$ cat config.mk
export PLATFORM = sky130hd
export DESIGN_NAME = ser_status_reg
export DESIGN_NICKNAME = d
export VERILOG_FILES = /design/src/rtl/ser_status_pkg.sv /design/src/rtl/ser_err_flag.sv /design/src/rtl/ser_rx_ready.sv /design/src/rtl/ser_status_pack.sv /design/src/rtl/ser_status_reg.sv
export SDC_FILE = /design/constraint.sdc
export NUM_CORES = 1
export LEC_CHECK = 0
export BUFFER_PORTS_ARGS = -buffer_cell sky130_fd_sc_hd__buf_2
export CAP_MARGIN = 30
export CORE_AREA = 2 2 39 41
export CTS_CLUSTER_DIAMETER = 30
export DETAILED_ROUTE_END_ITERATION = 10
export DIE_AREA = 0 0 41 43
export PLACE_DENSITY = 0.62
export SYNTH_ARGS = -nofsm -noshare
export SYNTH_HDL_FRONTEND = slang
export SYNTH_SLANG_ARGS = --single-unit
$ cat constraint.sdc
create_clock -name clk_i -period 1.1 [get_ports clk_i]
set_clock_uncertainty 0.2 [all_clocks]
set_input_delay 0.165 -clock clk_i [delete_from_list [all_inputs] [get_ports clk_i]]
set_output_delay 0.165 -clock clk_i [all_outputs]
set_load 0.1 [all_outputs]
$ cat src/rtl/ser_status_pkg.sv
package ser_status_pkg;
  localparam int STAT_W  = 8;
  localparam int NUM_ERR = 3;
  // status byte bit positions, decoded by the processor side
  localparam int BIT_TXRDY  = 0;
  localparam int BIT_RXRDY  = 1;
  localparam int BIT_TXEMP  = 2;
  localparam int BIT_ERR0   = 3;
  localparam int BIT_SYNBRK = 6;
  localparam int BIT_DSR    = 7;
  typedef enum int {ERR_PAR = 0, ERR_OVR = 1, ERR_FRM = 2} err_idx_e;
endpackage

$ cat src/rtl/ser_err_flag.sv
module ser_err_flag (
  input  logic clk_i,
  input  logic rst_ni,
  input  logic int_rst_i,
  input  logic set_i,
  input  logic clr_i,
  output logic flag_o
);
  logic flag_q;

  always_ff @(posedge clk_i or negedge rst_ni) begin
    if (!rst_ni)        flag_q <= 1'b0;
    else if (int_rst_i) flag_q <= 1'b0;
    else if (set_i)     flag_q <= 1'b1;  // set beats error-clear command
    else if (clr_i)     flag_q <= 1'b0;
  end

  assign flag_o = flag_q;

  assert_set_wins_R9: assert property (@(posedge clk_i) disable iff (!rst_ni)
    (set_i && !int_rst_i) |=> flag_o);
  assert_int_reset_R10: assert property (@(posedge clk_i) disable iff (!rst_ni)
    int_rst_i |=> !flag_o);
  assert_sticky_R8: assert property (@(posedge clk_i) disable iff (!rst_ni)
    (!set_i && !clr_i && !int_rst_i) |=> $stable(flag_o));
endmodule

$ cat src/rtl/ser_rx_ready.sv
module ser_rx_ready (
  input  logic clk_i,
  input  logic rst_ni,
  input  logic int_rst_i,
  input  logic load_i,
  input  logic read_i,
  output logic rdy_o,
  output logic ovr_set_o
);
  logic rdy_q;

  always_ff @(posedge clk_i or negedge rst_ni) begin
    if (!rst_ni)        rdy_q <= 1'b0;
    else if (int_rst_i) rdy_q <= 1'b0;
    else if (load_i)    rdy_q <= 1'b1;
    else if (read_i)    rdy_q <= 1'b0;
  end

  // overrun judged on the pre-load state
  assign ovr_set_o = load_i & rdy_q;
  assign rdy_o     = rdy_q;

  assert_load_sets_R4: assert property (@(posedge clk_i) disable iff (!rst_ni)
    (load_i && !int_rst_i) |=> rdy_o);
  assert_read_clears_R4: assert property (@(posedge clk_i) disable iff (!rst_ni)
    (read_i && !load_i) |=> !rdy_o);
endmodule

$ cat src/rtl/ser_status_pack.sv
module ser_status_pack #(
  parameter int W = 8
) (
  input  logic         clk_i,
  input  logic         rst_ni,
  input  logic [W-1:0] stat_d_i,
  output logic [W-1:0] stat_o
);
  logic [W-1:0] stat_q;

  always_ff @(posedge clk_i or negedge rst_ni) begin
    if (!rst_ni) stat_q <= '0;
    else         stat_q <= stat_d_i;
  end

  assign stat_o = stat_q;
endmodule

$ cat src/rtl/ser_status_reg.sv
module ser_status_reg
  import ser_status_pkg::*;
(
  input  logic              clk_i,
  input  logic              rst_ni,
  input  logic              int_reset_i,
  input  logic              cmd_err_rst_i,
  input  logic              rx_load_i,
  input  logic              rx_par_err_i,
  input  logic              rx_frm_err_i,
  input  logic              parity_en_i,
  input  logic              rbr_read_i,
  input  logic              tx_ready_i,
  input  logic              tx_empty_i,
  input  logic              syn_brk_i,
  input  logic              dsr_ni,
  input  logic              cts_ni,
  input  logic              tx_en_i,
  output logic [STAT_W-1:0] status_o,
  output logic              txrdy_o
);
  logic               rx_rdy;
  logic               ovr_set;
  logic [NUM_ERR-1:0] err_set;
  logic [NUM_ERR-1:0] err_q;
  logic [STAT_W-1:0]  stat_d;

  ser_rx_ready u_rx_ready (
    .clk_i     (clk_i),
    .rst_ni    (rst_ni),
    .int_rst_i (int_reset_i),
    .load_i    (rx_load_i),
    .read_i    (rbr_read_i),
    .rdy_o     (rx_rdy),
    .ovr_set_o (ovr_set)
  );

  assign err_set[ERR_PAR] = rx_load_i & rx_par_err_i & parity_en_i;
  assign err_set[ERR_OVR] = ovr_set;
  assign err_set[ERR_FRM] = rx_load_i & rx_frm_err_i;

  for (genvar g = 0; g < NUM_ERR; g++) begin : g_err
    ser_err_flag u_flag (
      .clk_i     (clk_i),
      .rst_ni    (rst_ni),
      .int_rst_i (int_reset_i),
      .set_i     (err_set[g]),
      .clr_i     (cmd_err_rst_i),
      .flag_o    (err_q[g])
    );
  end

  always_comb begin
    stat_d                                 = '0;
    stat_d[BIT_TXRDY]                      = tx_ready_i;
    stat_d[BIT_RXRDY]                      = rx_rdy;
    stat_d[BIT_TXEMP]                      = tx_empty_i;
    stat_d[BIT_ERR0 +: NUM_ERR]            = err_q;
    stat_d[BIT_SYNBRK]                     = syn_brk_i;
    stat_d[BIT_DSR]                        = ~dsr_ni;
  end

  ser_status_pack #(.W(STAT_W)) u_pack (
    .clk_i    (clk_i),
    .rst_ni   (rst_ni),
    .stat_d_i (stat_d),
    .stat_o   (status_o)
  );

  assign txrdy_o = tx_ready_i & ~cts_ni & tx_en_i;

  assert_no_par_when_off_R5: assert property (@(posedge clk_i) disable iff (!rst_ni)
    (!parity_en_i && !err_q[ERR_PAR]) |=> !err_q[ERR_PAR]);
  assert_dsr_inverted_R2: assert property (@(posedge clk_i) disable iff (!rst_ni)
    1'b1 |=> (status_o[BIT_DSR] == !$past(dsr_ni)));
  assert_txrdy_bit_ungated_R3: assert property (@(posedge clk_i) disable iff (!rst_ni)
    1'b1 |=> (status_o[BIT_TXRDY] == $past(tx_ready_i)));
  assert_txrdy_pin_R3: assert property (@(posedge clk_i) disable iff (!rst_ni)
    txrdy_o |-> (!cts_ni && tx_en_i));
endmodule

* After elaboration in Yosys (flattened, before gate mapping)
Cells that the tools add are included.
** Word-level totals
- Output and inout bits :: 9
- Latch bits :: 0
- Bits in writable memories :: 0
- Memories kept :: 0
- Word-level logic and storage cells :: 27
- Bits in read-only memories :: 0
- Input port bits :: 15
- Bits in registers :: 12
** Operators by class
- Multipliers :: 0
- Shift operators :: 0
- Order comparisons :: 0
- Multiplexer cells :: 10
- Add/subtract/negate cells :: 0
- Bitwise logic cells :: 8
- Div/mod/pow operators :: 0
- Reduce and logical (&&, ||, !) cells :: 4
- Equality and inequality tests :: 0
** Operators by type and width (count)
- nonzero test 3 bit :: 4
- two-way mux 1 bit :: 10
- AND 1 bit :: 6
- inverter 1 bit :: 2

* Depth between registers and ports, before layout
Gate-level depths: netlist of run 1.
- Depth in word-level cells :: 4
- Mapped depth :: 2
- Gate-level depth less buffers :: 2

* Hierarchy
From an unflattened synthesis of run 1, not the netlist that was laid out.
** Unflattened totals
- Cells, all modules :: 29
- Area, all modules :: 406.6 µm²
** Modules (own cells, without submodules)
- ser_status_pack :: sequential area each 200.2 µm², times used 1, area an instance 200.2 µm², cells each 8
- ser_err_flag :: sequential area each 25.0 µm², times used 3, area an instance 43.8 µm², cells each 4
- ser_rx_ready :: sequential area each 25.0 µm², times used 1, area an instance 50.0 µm², cells each 5
- ser_status_reg :: sequential area each 0.0 µm², times used 1, area an instance 25.0 µm², cells each 4

* Worst setup path before layout of run 1
Ideal clock, no wire load.
- Path kind :: input to output
- Start point :: input cts_ni
- End point :: output txrdy_o
- Required time :: 735 ps
- Buffers on the path :: 0
- Cell stages on the path :: 1
- Arrival :: 994 ps
- Setup slack :: -259 ps
- Cell sequence :: and3b_1
** On the way
- Word-level cells in the longest chain between the ends :: 3
** Ends and longest elaborated chain
- start: declaration :: line ser_status_reg.sv:17 : input logic cts_ni,
- inverter 1 bit :: line ser_status_reg.sv:70 : assign txrdy_o = tx_ready_i & ~cts_ni & tx_en_i;
- AND 1 bit (2 in series) :: line ser_status_reg.sv:70
- end: declaration :: line ser_status_reg.sv:20 : output logic txrdy_o
No other way between the ends.

* Worst setup path after layout of run 1
- Start point :: register u_pack.stat_q[7] (netlist: u_pack.stat_o[7])
- End point :: output status_o[7]
** RTL lines
- start: declaration :: line ser_status_pack.sv:9 : logic [W-1:0] stat_q;
- start signal: assignment :: line ser_status_pack.sv:13 : else stat_q <= stat_d_i;
- end: declaration :: line ser_status_reg.sv:19 : output logic [STAT_W-1:0] status_o,
No word-level cell between the ends.

==> results list, run 1 <==
* Die width: 41 um
- The net count of the finished layout is 81.
- Wire length per cell after detailed routing: 9.58 um
* Fraction of final layout cells sized beyond drive strength 1: 55.4%
- The worst-case IR drop observed on VDD is 0.707 mV.
- The via count of the first global-routing pass was 328.
- Setup violations remaining at the end of the flow were counted as 8.
- The floorplan step defined a die boundary enclosing 0.00176 sq mm.
* Die height: 43 um
- In this run, distinct cell masters in the synthesized netlist total 7.
- Final Hold Viols: 0
* Category of the worst setup path capture point: output pin
- Average via count per standard cell: 4.01
- Area of the core: 0.00138 sq mm
- In this run, the number of DRC markers left after iteration 0 of detailed routing was 5.
- Across all register-to-register paths, the minimum setup slack is 0.27 ns.
* Worst Hold Class: primary input to async pin
- The number of antenna diodes in the final layout is 0.
- Area overhead of the layout relative to synthesis: 117%
- CTS saw 12 sinks.
- For this run, the number of Yosys warnings is 0.
- Total wire length after detailed routing: 776 um
* Crit-path slowest cell: dfrtp_2
- Final worst setup slack: -0.125 ns
- Most used cells in the layout excluding fill and tap cells: buf_2, dlygate4sd3_1, buf_12
* Buf/Inv on CP: 1
- Pwr dens: 1350 mW/mm^2
- Clk pin slew, worst setup/hold paths: 0.07 ns
* Critical path cell sequence: buf_12
- In this run the number of H-tree levels came out at 1.
* Setup slack after placement: between 0.05 and 0.06 ns
- After synthesis the netlist holds a flip-flop and latch count of 12.
- Summed instance area of the synthesized netlist: roughly 370 sq um
- Summed over all cells, the static leakage comes to 0.382 nW.
- Timing would allow up to 816 MHz.
* RSZ-0062 raised after global routing: true
* Clock tree from TritonCTS: done
- CTS Buffer Depth: 2
* Cell class contributing the biggest share of worst-path delay: flip-flops
- Sequential elements use 80.3% of the synthesized area.
- Violations in the final reports: setup timing
* Routed vias: 325
- After detailed routing, the number of remaining DRC violations is 0.
- Global-route wire length before repair: 1290 um
- Post-CTS repair changed the size of 0 cells.
* Length of the first detailed-routing pass in iterations: 4
- Post-route setup TNS: -0.940 ns
- After the flow finishes, the layout carries non-filler instances totaling 81.
* Count of max-cap constraint violations: 0
* Num rows: 14
* Transition time at the pin with the least slew margin: 0.246 ns
- Largest fanout on the critical path: 1
* Result of the run: finished with violations
- When the netlist entered floorplanning its net count stood at 41.
* Initial standard-cell utilization of the core: 27.0%
- Most common cell after layout, fill and taps aside: buf_2
- In this run the tightest slew margin relative to its limit is between 80% and 90%.
- Kind of start point of the critical path: register
* Gp weighted congestion: 0.686
* Share of the clock period used by the worst path: 111%
* Antenna violations before repair: 0
- For the worst setup path, the data required time is 0.73 ns.
- Arrival @ worst endpoint: 0.86 ns
* Crit Path Category: register to output pin
- Cells fill 58.7% of the core in the end.
- On the worst path, the slowest cell contributes a delay of 0.42 ns.
- Pin count of the biggest net entering global routing: 13
* Count of final max-slew check failures: 0
* GRT Residual Overflow: 0
- Clock tree synthesis selected as its root buffer the cell clkbuf_4.
- Average cell area after synthesis: 14.4 sq um
* Total power: 1.10 mW
- Counting tap cells, the placed design contains a total of 65 instances.
- Total global routing track utilization: between 10% and 20%
- Clock latency reported for the late side of the worst-skew pair: 0.27 ns
- Final critical delay including setup and external delays: 1.23 ns
- In this run the remaining antenna-violating nets after routing total 0.
* Total half-perimeter wirelength after legalization and detailed placement: roughly 550 um
* Top Ports: 24
- Synthesis produced a netlist whose cell count is 26.
- Port buffering added 23 buffers.
* CTS buffer count: 3
flip-flops by register name (all words and copies together) (netlist names):
name and flops:
u_pack.stat_o 8, u_rx_ready.rdy_o 1, g_err.u_flag.flag_o 3
metal layers:
metal | global-route usage, % | share of wire, % | vias up
met5 | 0 | 0 | -
met4 | 14.0 | 5.0 | 0
met3 | 3.14 | 4.5 | 4
met2 | 17.2 | 56 | 15
met1 | 11.9 | 35 | 146
li1 | - | - | 160
logic make-up (layout without fill, tap and decap cells):
group | after synthesis | count (layout) | share of synthesized area (%)
DFF | 12 | 12 | 80.3
and+or+nand+nor | 8 | 8 | 12.4
AOI/OAI and AO/OA | 4 | 4 | 5.35
buffers and inverters | 2 | 41 | 2.01
synthesized netlist by cell type:
library cell | count | area share (%)
a21oi_1 | 4 | 5.4
and3b_1 | 1 | 2.3
dfrtp_1 | 12 | 80
inv_1 | 2 | 2.0
nand2_1 | 2 | 2.0
nand2b_1 | 4 | 6.7
nand3_1 | 1 | 1.3
power by group:
group,internal (mW),total [mW],leakage (nW),switching (mW)
Sequential,0.465,0.481,0.143,0.0158
Combinational,0.115,0.270,0.218,0.155
Clock,0.201,0.344,0.0210,0.143
Total,0.781,1.10,0.382,0.314
worst paths after layout:
kind,start,endpoint,cells past startpoint
worst max register to register,u_rx_ready.rdy_o,u_rx_ready.rdy_o,2
worst min register to register,g_err[2].u_flag.flag_o,u_pack.stat_o[5],0
min in group clk_i,g_err[2].u_flag.flag_o,u_pack.stat_o[5],0
worst min-delay path,rst_ni,u_rx_ready.rdy_o,2
worst max-delay path,u_pack.stat_o[7],status_o[7],1
max in group asynchronous,rst_ni,u_pack.stat_o[3],2
per-stage QoR:
step / area (sq um) / hold WS (ns)
after global placement: 656 / -0.156
final: 812 / 0.0877
after detailed placement: 656 / -0.147
after CTS: 812 / 0.0940
after floorplan: 385 / -0.331
after global routing: 812 / 0.114
repair_timing:
| action | 4_1_cts | 5_1_grt |
|---|---|---|
| hold buffers | 12 | 0 |
| endpoints found under the setup margin | 8 | 10 |
| buffers inserted | 0 | 0 |
| pin swaps | 0 | 2 |
| cloned | 0 | 0 |
| hold endpoints to repair | 20 | 0 |
layout make-up:
class	count	area, sq um
fillers	116	572
multi-input cells	12	67.6
inverters	2	7.51
well taps	16	20.0
repair buffers	35	370
flip-flops and latches	12	310
clock buffers	4	36.3
(Power assumes the default switching activity.)
==> run 2: changes to the inputs <==
--- a/config.mk
+++ b/config.mk
@@ -8,6 +8,7 @@
 export BUFFER_PORTS_ARGS = -buffer_cell sky130_fd_sc_hd__buf_2
 export CAP_MARGIN = 30
 export CORE_AREA = 2 2 39 41
+export CTS_BUF_LIST = sky130_fd_sc_hd__clkbuf_8 sky130_fd_sc_hd__clkbuf_16
 export CTS_CLUSTER_DIAMETER = 30
 export DETAILED_ROUTE_END_ITERATION = 10
 export DIE_AREA = 0 0 41 43
@@ -15,3 +16,4 @@
 export SYNTH_ARGS = -nofsm -noshare
 export SYNTH_HDL_FRONTEND = slang
 export SYNTH_SLANG_ARGS = --single-unit
+export TNS_END_PERCENT = 20
==> results list, run 2 (synthesis results as in run 1) <==
* Arrival @ worst endpoint: 0.81 ns (-0.05 ns)
- Kind of start point of the critical path: register
- The iteration-0 DRC count of the detailed router came to 0 (-5).
* Placed cell count: 65 (unchanged)
- The buffer depth of the longest clock path came to 2 (unchanged).
- TritonCTS built the clock tree.
- The final design utilization was 57.9% (-0.81 points).
- Area of the core: 0.00138 sq mm (unchanged)
- Wire length per cell after detailed routing: 9.94 um (+3.7%)
* Crit Path Category: register to output pin
* Final non-filler cell total: 79 (-2.5%)
- The signal on the critical path passes through buf_12.
- The maximum vdd ir drop is 0.831 mV (+17%).
* Clock tree root driver cell: clkbuf_8
- The post-route minimum period is 1.17 ns (-0.0536 ns).
* Count of final max-slew check failures: 0 (unchanged)
* Violations in the final reports: hold timing, setup timing
- Worst Hold Margin: -0.0188 ns (-0.107 ns)
- The largest net degree at the start of global routing was 13 (unchanged).
- The number of levels in the clock H-tree is 1 (unchanged).
- The top cell types in the final layout, fill and taps aside, are buf_2, dfrtp_1, dlygate4sd3_1.
* Slew Limit Headroom: 83.3% (-0.31 points)
- Flip-flop count of the largest register after layout: 8 (unchanged)
- The number of top-level design ports is 24 (unchanged).
- Total of endpoints with negative setup slack in the final report: 8 (unchanged)
- Number of clock sinks seen by CTS: 12 (unchanged)
* RSZ-0062 raised after global routing: true
- Initial standard-cell utilization of the core: 27.0% (unchanged)
- Fraction of final layout cells sized beyond drive strength 1: 44.4% (-11 points)
* Max Clock Freq: 853 MHz (+4.6%)
- The floorplan die area was 0.00176 sq mm (unchanged).
- Final worst setup slack: -0.0718 ns (+0.0536 ns)
* Largest fanout on the critical path: 1 (unchanged)
- Length of the first detailed-routing pass in iterations: 1 (-3)
- The slowest stage of the critical path is the dfrtp_1 cell.
* Data required time of the worst path: 0.73 ns (about the same)
- The part of the cycle the worst path needs was 107% (-4.9 points).
- The buffering stage count on the worst path with inverters included was 1 (unchanged).
- Clk pin slew, worst setup/hold paths: 0.05 ns (-0.02 ns)
* GRT Residual Overflow: 0 (unchanged)
* Number of port buffers: 23 (unchanged)
* Gp weighted congestion: 0.713 (+3.9%)
* Transition time at the pin with the least slew margin: 0.251 ns (+0.00465 ns)
- Average via count per standard cell: 4.10 (+2.2%)
* Routed vias: 324 (-0.31%)
- The total cell area at the placement stage came to 646 sq um (-1.5%).
* Global-route wire length before repair: 1410 um (+9.1%)
* Antenna fix cells: 0 (unchanged)
- Worst Hold Class: primary input to register
* Vias in the first global route: 354 (+7.9%)
- The global-route usage over all layers is 12.2% (+0.22 points).
* Pwr dens: 1510 mW/mm^2 (+12%)
* Post-route setup TNS: -0.524 ns (+0.416 ns)
- CP max stage delay: 0.39 ns (-0.03 ns)
- From synthesis to final layout, the design area changed by 114%.
- STA classifies the critical path endpoint as an output pin.
- Antenna violations before repair: 0 (unchanged)
- The worst-skew pair later-pin latency is 0.24 ns (-0.03 ns).
* Total half-perimeter wirelength after legalization and detailed placement: 566 um (+3.7%)
- Final Hold Viols: 1 (+1)
* CTS buffer count: 3 (unchanged)
- Layout Cell Area excl Fill: 801 sq um (-1.4%)
* Post-route antenna net violation count: 0 (unchanged)
* Count of max-cap constraint violations: 0 (unchanged)
* Most common cell after layout, fill and taps aside: buf_2
* Result of the run: finished with violations
* Total wire length after detailed routing: 785 um (+1.2%)
- Die width: 41 um (unchanged)
- Layout net count: 79 (-2.5%)
* Num rows: 14 (unchanged)
* Drc violations: 0 (unchanged)
* Die height: 43 um (unchanged)
- Cell class contributing the biggest share of worst-path delay: flip-flops
- The total leakage power was 0.392 nW (+2.4%).
run 2: final timing paths:
| path | from | to | slack, ns | depth (start not counted) |
|---|---|---|---|---|
| max | u_pack.stat_o[0] | status_o[0] | -0.07 | 1 |
| min | rbr_read_i | u_rx_ready.rdy_o | -0.02 | 3 |
| max reg2reg | u_rx_ready.rdy_o | u_rx_ready.rdy_o | 0.26 | 2 |
| min reg2reg | g_err[2].u_flag.flag_o | u_pack.stat_o[5] | 0.17 | 0 |
| max in group asynchronous | rst_ni | u_pack.stat_o[7] | 0.37 | 2 |
| min in group asynchronous | rst_ni | u_rx_ready.rdy_o | 0.12 | 2 |
run 2: what timing repair did:
action	CTS	global route
endpoints found under the setup margin	8	8
hold endpoints to repair	20	0
hold buffers	10	0
gates resized for setup	0	0
buffers inserted	0	0
run 2: power by group:
group,total [mW],switching [mW],internal [mW]
clock network,0.467,0.152,0.315
logic,0.265,0.155,0.110
registers,0.480,0.0160,0.464
total,1.21,0.322,0.889
run 2: final cells by class:
cell class,instances,area (sq um)
Sequential cell,12,300
Multi-Input combinational cell,12,67.6
Timing Repair Buffer,33,350
Tap cell,16,20.0
Fill cell,108,583
Clock buffer,4,55.1
Inverter,2,7.51
run 2: routing by layer:
metal	vias to the layer above	share of wire (%)	GRT usage [%]
li1	155	-	-
met1	156	36	13.7
met2	11	56	19.1
met3	2	5.6	3.14
met4	0	2.4	8.00
met5	-	0	0
run 2: per-stage QoR:
step                      hold WS [ns]  total power, mW  setup WS, ns
after floorplan                 -0.331            0.610        -0.148
after global routing            0.0197             1.26       -0.0889
after CTS                      -0.0136             1.22       -0.0767
after detailed placement        -0.151            0.727        0.0527
after global placement          -0.152            0.723        0.0642
final                          -0.0188             1.21       -0.0718
==> run 3: changes to the inputs <==
--- a/config.mk
+++ b/config.mk
@@ -5,11 +5,13 @@
 export SDC_FILE = /design/constraint.sdc
 export NUM_CORES = 1
 export LEC_CHECK = 0
+export ABC_AREA = 1
 export BUFFER_PORTS_ARGS = -buffer_cell sky130_fd_sc_hd__buf_2
 export CAP_MARGIN = 30
 export CORE_AREA = 2 2 39 41
 export CTS_BUF_LIST = sky130_fd_sc_hd__clkbuf_8 sky130_fd_sc_hd__clkbuf_16
 export CTS_CLUSTER_DIAMETER = 30
+export CTS_CLUSTER_SIZE = 40
 export DETAILED_ROUTE_END_ITERATION = 10
 export DIE_AREA = 0 0 41 43
 export PLACE_DENSITY = 0.62
==> results list, run 3 <==
- Vias in the first global route: 293 (-17%)
- The first-pass GRT wire length is 1220 um (-13%).
* Unique masters post-synth: 8 (+1)
- Worst Hold Margin: 0.0200 ns (+0.0389 ns)
* Area overhead of the layout relative to synthesis: 117%
* Largest fanout on the critical path: 1 (unchanged)
* Total wire length after detailed routing: 891 um (+14%)
- Placed cell count: 68 (+4.6%)
- The total congestion overflow came to 0 (unchanged).
- The arrival time at the worst endpoint came to 0.81 ns (about the same).
* Fraction of final layout cells sized beyond drive strength 1: 42.4% (-2.0 points)
* Antenna fix cells: 0 (unchanged)
* Number of port buffers: 23 (unchanged)
* Final critical delay including setup and external delays: 1.17 ns (+0.00233 ns)
- Final non-filler cell total: 82 (+3.8%)
- The fraction of synthesized area in multiplexers came to 0% (unchanged).
- Count of max-cap constraint violations: 0 (unchanged)
- Average via count per standard cell: 4.07 (-0.69%)
- Most instantiated library cell after synthesis: dfrtp_1
- The maximum vdd ir drop was 0.736 mV (-11%).
- Final worst setup slack: -0.0742 ns (-0.00233 ns)
- The area of combinational cells with multiple inputs is 73.8 sq um (+9.3%).
- Result of the run: finished with violations
- RSZ-0062 raised after global routing: true
* Antenna violations before repair: 0 (unchanged)
- The buffering stage count on the worst path with inverters included was 1 (unchanged).
* Ranking of synthesized cells by instance count: dfrtp_1, nand2_1, inv_1, a21oi_1
* Count of final max-slew check failures: 0 (unchanged)
- The buffer depth of the longest clock path is 2 (unchanged).
* Synth Area in XOR/XNOR: 0% (unchanged)
* Total global routing track utilization: 11.3% (-0.89 points)
- The post-synthesis share of cell area spent on full adders, half adders and majority gates was 0% (unchanged).
- Area of the core: 0.00138 sq mm (unchanged)
- Synth top area share: 80.3% (unchanged)
- After synthesis, the largest family of logic cells by area is simple AND/OR/NAND/NOR gates.
* Count of H-tree levels built during CTS: 1 (unchanged)
- Cells after synthesis: 29 (+12%)
* Data required time of the worst path: 0.73 ns (about the same)
* Floorplan die area: 0.00176 sq mm (unchanged)
- Cell class contributing the biggest share of worst-path delay: flip-flops
- In this run the worst hold path is classified as primary input to register.
- Drt first-iter violations: 0 (unchanged)
* CP max stage delay: 0.40 ns (about the same)
* Area fraction in compound gates after synthesis: 2.68% (-2.7 points)
- Kind of start point of the critical path: register
* Transition time at the pin with the least slew margin: 0.264 ns (+0.0132 ns)
- Share of flip-flops with an asynchronous set or reset after synthesis: 100% (unchanged)
- Post-placement cell area: 652 sq um (+0.97%)
- The final reports fail on setup timing.
* Clock latency reported for the late side of the worst-skew pair: 0.24 ns (about the same)
* Clock tree root driver cell: clkbuf_8
* Gp weighted congestion: 0.649 (-9.0%)
- The count of fill cells added during filler insertion was 109 (+0.93%).
- The net count after synthesis came to 44 (+7.3%).
* Layout Cell Area excl Fill: 813 sq um (+1.6%)
- Top post-synthesis cells by area: dfrtp_1, nand2_1, inv_1
* Portion of the post-synthesis area used by sequential elements: 80.3% (unchanged)
- The register bit total from synthesis came to 12 (unchanged).
- The number of flops mapped to enable cells by yosys was 0 (unchanged).
- Most common cell after layout, fill and taps aside: buf_2
- Number of clock sinks seen by CTS: 12 (unchanged)
* Crit-path slowest cell: dfrtp_1
- Layout net count: 83 (+5.1%)
- The buffer count from post-CTS setup fixing is 0 (unchanged).
- CTS buffer count: 3 (unchanged)
- The total leakage power came to 0.403 nW (+2.9%).
* Most used flip-flop cell after synthesis: dfrtp_1
* Flip-flop count of the largest register after layout: 8 (unchanged)
- Final Hold Viols: 0 (-1)
- The floorplan die width is 41 um (unchanged).
- Total half-perimeter wirelength after legalization and detailed placement: 611 um (+7.9%)
- Summed instance area of the synthesized netlist: 374 sq um (unchanged)
- The power density relative to cell area came to 1410 mW/mm^2 (-6.8%).
* Routed vias: 334 (+3.1%)
* Share of the clock period used by the worst path: 107% (+0.21 points)
- Length of the first detailed-routing pass in iterations: 1 (unchanged)
* Clk pin slew, worst setup/hold paths: 0.05 ns (about the same)
- The worst setup path is captured at an output pin.
* Clock tree from TritonCTS: done
* Top Ports: 24 (unchanged)
- The storage element area is 300 sq um (unchanged).
- Critical path cell sequence: buf_12
- Drc violations: 0 (unchanged)
- Pin count of the biggest net entering global routing: 13 (unchanged)
* Max Clock Freq: 852 MHz (-0.20%)
- The initial cell density of the core came to 27.0% (unchanged).
- Most used cells in the layout excluding fill and tap cells: buf_2, dfrtp_1, dlygate4sd3_1
- Post-synthesis share of cell area spent on and, or, nand and nor gates: 14.0% (+1.7 points)
- Crit Path Category: register to output pin
- The relative slew slack is 82.4% (-0.88 points).
- Cell taking the most area after synthesis: dfrtp_1
- Post-route antenna net violation count: 0 (unchanged)
* Wire length per cell after detailed routing: 10.9 um (+9.4%)
- The mean cell area of the mapped netlist is 12.9 sq um (-10%).
* Num rows: 14 (unchanged)
- The setup slack at placement came to 0.119 ns (+0.0664 ns).
* Die height: 43 um (unchanged)
- The count of synthesis-stage warnings from yosys is 0 (unchanged).
- Total of endpoints with negative setup slack in the final report: 8 (unchanged)
==> run 3: changes by cell type after synthesis <==
| cell | change |
|---|---|
| nor2_1 | +1 |
| a21oi_1 | -2 |
| nand4_1 | +1 |
| inv_1 | +1 |
| nand2b_1 | -4 |
| and3b_1 | -1 |
| nand3b_1 | +1 |
| nand2_1 | +6 |
==> run 3: area by class of cell <==
| class | instances | area share, % |
|---|---|---|
| Timing Repair Buffer | 34 | 45.1 |
| Sequential cell | 12 | 36.9 |
| Multi-Input combinational cell | 14 | 9.08 |
| Clock buffer | 3 | 5.08 |
| Tap cell | 16 | 2.46 |
| Inverter | 3 | 1.38 |
==> run 3: repair_timing <==
item	CTS	global route
resized for setup	0	2
hold endpoints to repair	20	0
setup endpoints to repair	8	9
hold buffers	11	0
==> run 3: cell families (layout without fill, tap and decap cells) <==
family          count (synthesis)  count (layout)
simple gates                   12              12
flops                          12              12
buf+inv                         3              40
compound gates                  2               2
==> run 3: path summary, 6_finish.rpt <==
path,depth (start not counted),end,startpoint,slack [ns]
max,1,status_o[2],u_pack.stat_o[2],-0.07
max reg2reg,2,g_err[1].u_flag.flag_o,u_rx_ready.rdy_o,0.22
max in group asynchronous,2,g_err[0].u_flag.flag_o,rst_ni,0.35
min in group asynchronous,2,g_err[2].u_flag.flag_o,rst_ni,0.13
min reg2reg,0,u_pack.stat_o[3],g_err[0].u_flag.flag_o,0.18
min,4,g_err[1].u_flag.flag_o,cmd_err_rst_i,0.02
==> run 3: routing by layer <==
metal	track usage (%)	up-vias	share of wire, %
li1	-	166	-
met1	13.4	149	39
met2	15.3	17	50
met3	3.66	2	7.6
met4	10.0	0	3.0
met5	0	-	0
==> run 3: through the flow <==
stage	setup TNS [ns]	power (mW)	utilization, %
5_1_grt	-0.675	1.20	58.8
3_5_place_dp	0	0.739	47.1
2_1_floorplan	-1.19	0.618	-
3_3_place_gp	0	0.737	47.1
4_1_cts	-0.570	1.16	58.0
6_report	-0.496	1.15	58.8
==> run 3: tightest hold or removal path, stage by stage <==
cell and delay, ns:
buf_2 0.08, inv_1 0.05, nand2_1 0.07, a21oi_2 0.05
==> run 3: where the power goes <==
group	total (mW)	internal, mW	switching (mW)
clock network	0.380	0.239	0.140
logic	0.284	0.117	0.168
registers	0.483	0.466	0.0172
